--- config.mk ---
export PLATFORM = sky130hd
export DESIGN_NAME = mds_unit
export DESIGN_NICKNAME = d
export VERILOG_FILES = /design/src/rtl/mds_pkg.sv /design/src/rtl/mds_mul_step.sv /design/src/rtl/mds_div_step.sv /design/src/rtl/mds_result_sel.sv /design/src/rtl/mds_unit.sv
export SDC_FILE = /design/constraint.sdc
export NUM_CORES = 1
export LEC_CHECK = 0
export BUFFER_PORTS_ARGS = -buffer_cell sky130_fd_sc_hd__buf_2
export CORE_UTILIZATION = 36
export CTS_CLUSTER_SIZE = 10
export DETAILED_ROUTE_END_ITERATION = 10
export PLACE_DENSITY = 0.6
export SLEW_MARGIN = 20
export SYNTH_ARGS = -nofsm -noshare
export SYNTH_HDL_FRONTEND = slang
export SYNTH_HIERARCHICAL = 1
export SYNTH_SLANG_ARGS = --single-unit
--- constraint.sdc ---
create_clock -name clk -period 3.6 [get_ports clk]
set_input_delay 0.54 -clock clk [delete_from_list [all_inputs] [get_ports clk]]
set_output_delay 0.54 -clock clk [all_outputs]
set_load 0.02 [all_outputs]
--- src/rtl/mds_pkg.sv ---
package mds_pkg;

  typedef enum logic {
    MDS_OP_MUL = 1'b0,
    MDS_OP_DIV = 1'b1
  } mds_op_e;

  typedef struct packed {
    logic c;
    logic v;
    logic z;
    logic n;
  } mds_flags_t;

endpackage

--- src/rtl/mds_mul_step.sv ---
module mds_mul_step #(
  parameter int W = 8
) (
  input  logic [W-1:0] hi,
  input  logic [W-1:0] lo,
  input  logic [W-1:0] mcand,
  output logic [W-1:0] hi_nx,
  output logic [W-1:0] lo_nx,
  output logic         cout,
  output logic         add_fire
);
  localparam int SW = W + 1;

  // Sum of upper half and multiplicand, kept one bit wide for the carry.
  function automatic logic [SW-1:0] add_part(input logic [W-1:0] a,
                                             input logic [W-1:0] b,
                                             input logic         en);
    add_part = en ? ({1'b0, a} + {1'b0, b}) : {1'b0, a};
  endfunction

  logic [SW-1:0] part;

  always_comb begin
    add_fire = lo[0];
    part     = add_part(hi, mcand, add_fire);
    hi_nx    = part[SW-1:1];
    lo_nx    = {part[0], lo[W-1:1]};
    cout     = part[SW-1];
  end

endmodule

--- src/rtl/mds_div_step.sv ---
module mds_div_step #(
  parameter int W = 8
) (
  input  logic [W-1:0] hi,
  input  logic [W-1:0] lo,
  input  logic [W-1:0] dvsr,
  output logic [W-1:0] hi_nx,
  output logic [W-1:0] lo_nx,
  output logic         qbit,
  output logic         dz
);
  localparam int RW = W + 1;

  // Shifted partial remainder: upper half with the next dividend bit appended.
  function automatic logic [RW-1:0] trial_rem(input logic [W-1:0] h,
                                              input logic         nb);
    trial_rem = {h, nb};
  endfunction

  logic [RW-1:0] rem;
  logic [RW-1:0] diff;

  always_comb begin
    dz    = (dvsr == '0);
    rem   = trial_rem(hi, lo[W-1]);
    diff  = rem - {1'b0, dvsr};
    qbit  = !dz && (rem >= {1'b0, dvsr});
    if (dz) begin
      hi_nx = hi;
      lo_nx = lo;
    end else begin
      hi_nx = qbit ? diff[W-1:0] : rem[W-1:0];
      lo_nx = {lo[W-2:0], qbit};
    end
  end

endmodule

--- src/rtl/mds_result_sel.sv ---
module mds_result_sel
  import mds_pkg::*;
#(
  parameter int W = 8
) (
  input  mds_op_e      op,
  input  logic [W-1:0] mul_hi,
  input  logic [W-1:0] mul_lo,
  input  logic         mul_c,
  input  logic [W-1:0] div_hi,
  input  logic [W-1:0] div_lo,
  input  logic         div_q,
  input  logic         div_z,
  output logic [W-1:0] hi_sel,
  output logic [W-1:0] lo_sel,
  output mds_flags_t   flags
);
  always_comb begin
    if (op == MDS_OP_DIV) begin
      hi_sel  = div_hi;
      lo_sel  = div_lo;
      flags.c = div_q;
      flags.v = div_z;
    end else begin
      hi_sel  = mul_hi;
      lo_sel  = mul_lo;
      flags.c = mul_c;
      flags.v = 1'b0;
    end
    flags.z = ({hi_sel, lo_sel} == '0);
    flags.n = hi_sel[W-1];
  end

endmodule

--- src/rtl/mds_unit.sv ---
module mds_unit
  import mds_pkg::*;
#(
  parameter int W = 8
) (
  input  logic         clk,
  input  logic         rst_n,
  input  logic         step_i,
  input  logic         div_sel_i,
  input  logic [W-1:0] hi_i,
  input  logic [W-1:0] lo_i,
  input  logic [W-1:0] opnd_i,
  output logic [W-1:0] hi_o,
  output logic [W-1:0] lo_o,
  output logic         carry_o,
  output logic         ovf_o,
  output logic         zero_o,
  output logic         neg_o,
  output logic         done_o
);
  // Named internal events, brought out for the checker.
  logic         mul_add_fire;
  logic         div_zero;
  logic         div_qbit;

  logic [W-1:0] mul_hi, mul_lo, div_hi, div_lo, hi_sel, lo_sel;
  logic         mul_c;
  mds_flags_t   flags_nx, flags_q;
  mds_op_e      op;

  assign op = mds_op_e'(div_sel_i);

  mds_mul_step #(.W(W)) u_mul (
    .hi(hi_i), .lo(lo_i), .mcand(opnd_i),
    .hi_nx(mul_hi), .lo_nx(mul_lo), .cout(mul_c), .add_fire(mul_add_fire)
  );

  mds_div_step #(.W(W)) u_div (
    .hi(hi_i), .lo(lo_i), .dvsr(opnd_i),
    .hi_nx(div_hi), .lo_nx(div_lo), .qbit(div_qbit), .dz(div_zero)
  );

  mds_result_sel #(.W(W)) u_sel (
    .op(op),
    .mul_hi(mul_hi), .mul_lo(mul_lo), .mul_c(mul_c),
    .div_hi(div_hi), .div_lo(div_lo), .div_q(div_qbit), .div_z(div_zero),
    .hi_sel(hi_sel), .lo_sel(lo_sel), .flags(flags_nx)
  );

  always_ff @(posedge clk) begin
    if (!rst_n) begin
      hi_o    <= '0;
      lo_o    <= '0;
      flags_q <= '0;
      done_o  <= 1'b0;
    end else begin
      done_o <= step_i;
      if (step_i) begin
        hi_o    <= hi_sel;
        lo_o    <= lo_sel;
        flags_q <= flags_nx;
      end
    end
  end

  assign carry_o = flags_q.c;
  assign ovf_o   = flags_q.v;
  assign zero_o  = flags_q.z;
  assign neg_o   = flags_q.n;

endmodule

==> summary.md <==
| Metric | Value |
|---|---|
| Status | finished with violations |
| Failing checks | DRC |
| P&R area growth vs syn | 9.16% |
| Hold Crit Class | flop to flop |
| Dpl ws | 489 ps |
| Crit-path max FO | 3 |
| Vert. Die Dim | 84.0 µm |
| Clock Path Buffers | 2 |
| First-pass GRT wire length | 10400 µm |
| CP endpoint kind | flop |
| Row cnt | 29 |
| Layout Cells excl Fill | 397 |
| Commonest non-fill, non-tap cell in the layout | buf_2 |
| CTS buffer count | 3 |
| CTS root buf | clkbuf_8 |
| Starting DRC count in detailed routing | 112 |
| Detailed placement HPWL | 4790 µm |
| DRC | 2 |
| Clk_skew | 0 ps |
| Vias in the first global route | 2064 |
| Final Setup Violations | 0 |
| Worst setup SP type | input pin |
| Die width | 84.0 µm |
| Fin Hold WS | 517 ps |
| RSZ-0062 raised after global routing | false |
| Initial antenna violation count | 0 |
| Io pins | 49 |
| Via density | 5.39 |
| Worst relative slew slack | 59.0% |
| CP arrival | 3070 ps |
| Final worst slack | 726 ps |
| Final nets | 367 |
| Tmin final | 2870 ps |
| Clock transition at path regs | 80 ps |
| Max VDD drop | 0.234 mV |
| Syn avg cell area | 8.40 µm² |
| Share of layout cells above drive strength 1 | 29.1% |
| Die ar. | 7050 µm² |
| Vias | 2138 |
| Clk sinks | 21 |
| Filler cells | 661 |
| Syn_nets | 334 |
| CTS H-tree depth | 1 |
| Slew @ Worst Pin | 615 ps |
| Post-CTS Setup Repair Bufs | 0 |
| Crit Path Class | input pin to flop |
| Most frequent cells in the layout | buf_2, nand2_1, nor2b_1 |
| Fmax achieved | 348 MHz |
| Post-cts resize count | 0 |
| Detailed Route WL | 5980 µm |
| Syn Inst Count | 288 |
| Drt wl/cell | 15.1 µm |
| Synth warnings | 6 |
| Fin crit share | 79.8% |
| Hold Violations, Final | 0 |
| Global route total overflow | 0 |
| DP Cell Count | 393 |
| Initial core utilization | 37.7% |
| Setup TNS | 0 ps |
| # diodes | 0 |
| Pleak | 1.21 nW |
| IO buf count | 48 |
| Drt first pass iters | 7 |
| Synth Cell Area | 2420 µm² |
| Reg2Reg Setup Slack | 2980 ps |
| Clock Latency Late Sink | 260 ps |
| Power density over the cells | 287 nW/µm² |
| DRT antenna net count | 0 |
| Final slew viol count | 0 |
| Req. time, crit path | 3800 ps |
| MaxCap Viol Count | 0 |
| Largest net degree at the start of global routing | 25 |
| RePlAce Congestion | 0.812 |
| Core Footprint | 6420 µm² |
| GR Util All Layers | 18.0% |
| # hold bufs at CTS | 0 |
| CTS tree | yes |
layer usage:
metal  share of wire [%]  GRT usage, %
met1                  51          26.5
met2                  45          29.1
met3                 3.5          2.08
met4                0.13          1.88
met5                   0             0
registers in the layout, summed over array words and instances, names as in the netlist:
signal and flops:
lo_o 8, hi_o 8, neg_o 1, done_o 1
zero_o 1, ovf_o 1, carry_o 1
power breakdown:
group	internal (W)	switching [W]
Sequential	0.000250	0.00000889
Combinational	0.000149	0.000197
Clock	0.0000770	0.0000768
through the flow:
step	utilization, %	power [W]	cell area (µm²)
floorplan	-	0.000528	2420
global placement	40.4	0.000605	2590
detailed placement	40.4	0.000608	2590
CTS	41.1	0.000764	2640
global route	41.1	0.000813	2640
finish	41.1	0.000759	2640
worst max-delay path, cell delays in order:
cell	delay, ps
buf_2	100
inv_1	80
ha_1	230
fa_1	410
nor2b_1	160
o31a_2	160
mux2i_1	80
o22ai_1	170
a21oi_1	110
or4b_1	530
o22ai_1	140
and4_1	190
mux2i_1	70
nor2b_1	120
area by class of cell:
cell class / instances / area, µm² / area share [%]
clock buffers: 3 / 41.3 / 1.56
clock inverters: 1 / 5.00 / 0.190
inverters: 20 / 75.1 / 2.84
multi-input cells: 226 / 1750 / 66.4
flip-flops and latches: 21 / 420 / 15.9
well taps: 77 / 96.3 / 3.65
repair buffers: 49 / 248 / 9.38
worst paths after layout:
path / from / end / cells after the start
setup / recovery: lo_i[7] / zero_o / 14
hold / removal: carry_o / carry_o / 2
setup reg to reg: hi_o[3] / hi_o[3] / 2
hold reg to reg: carry_o / carry_o / 2
(Power assumes the default switching activity.)
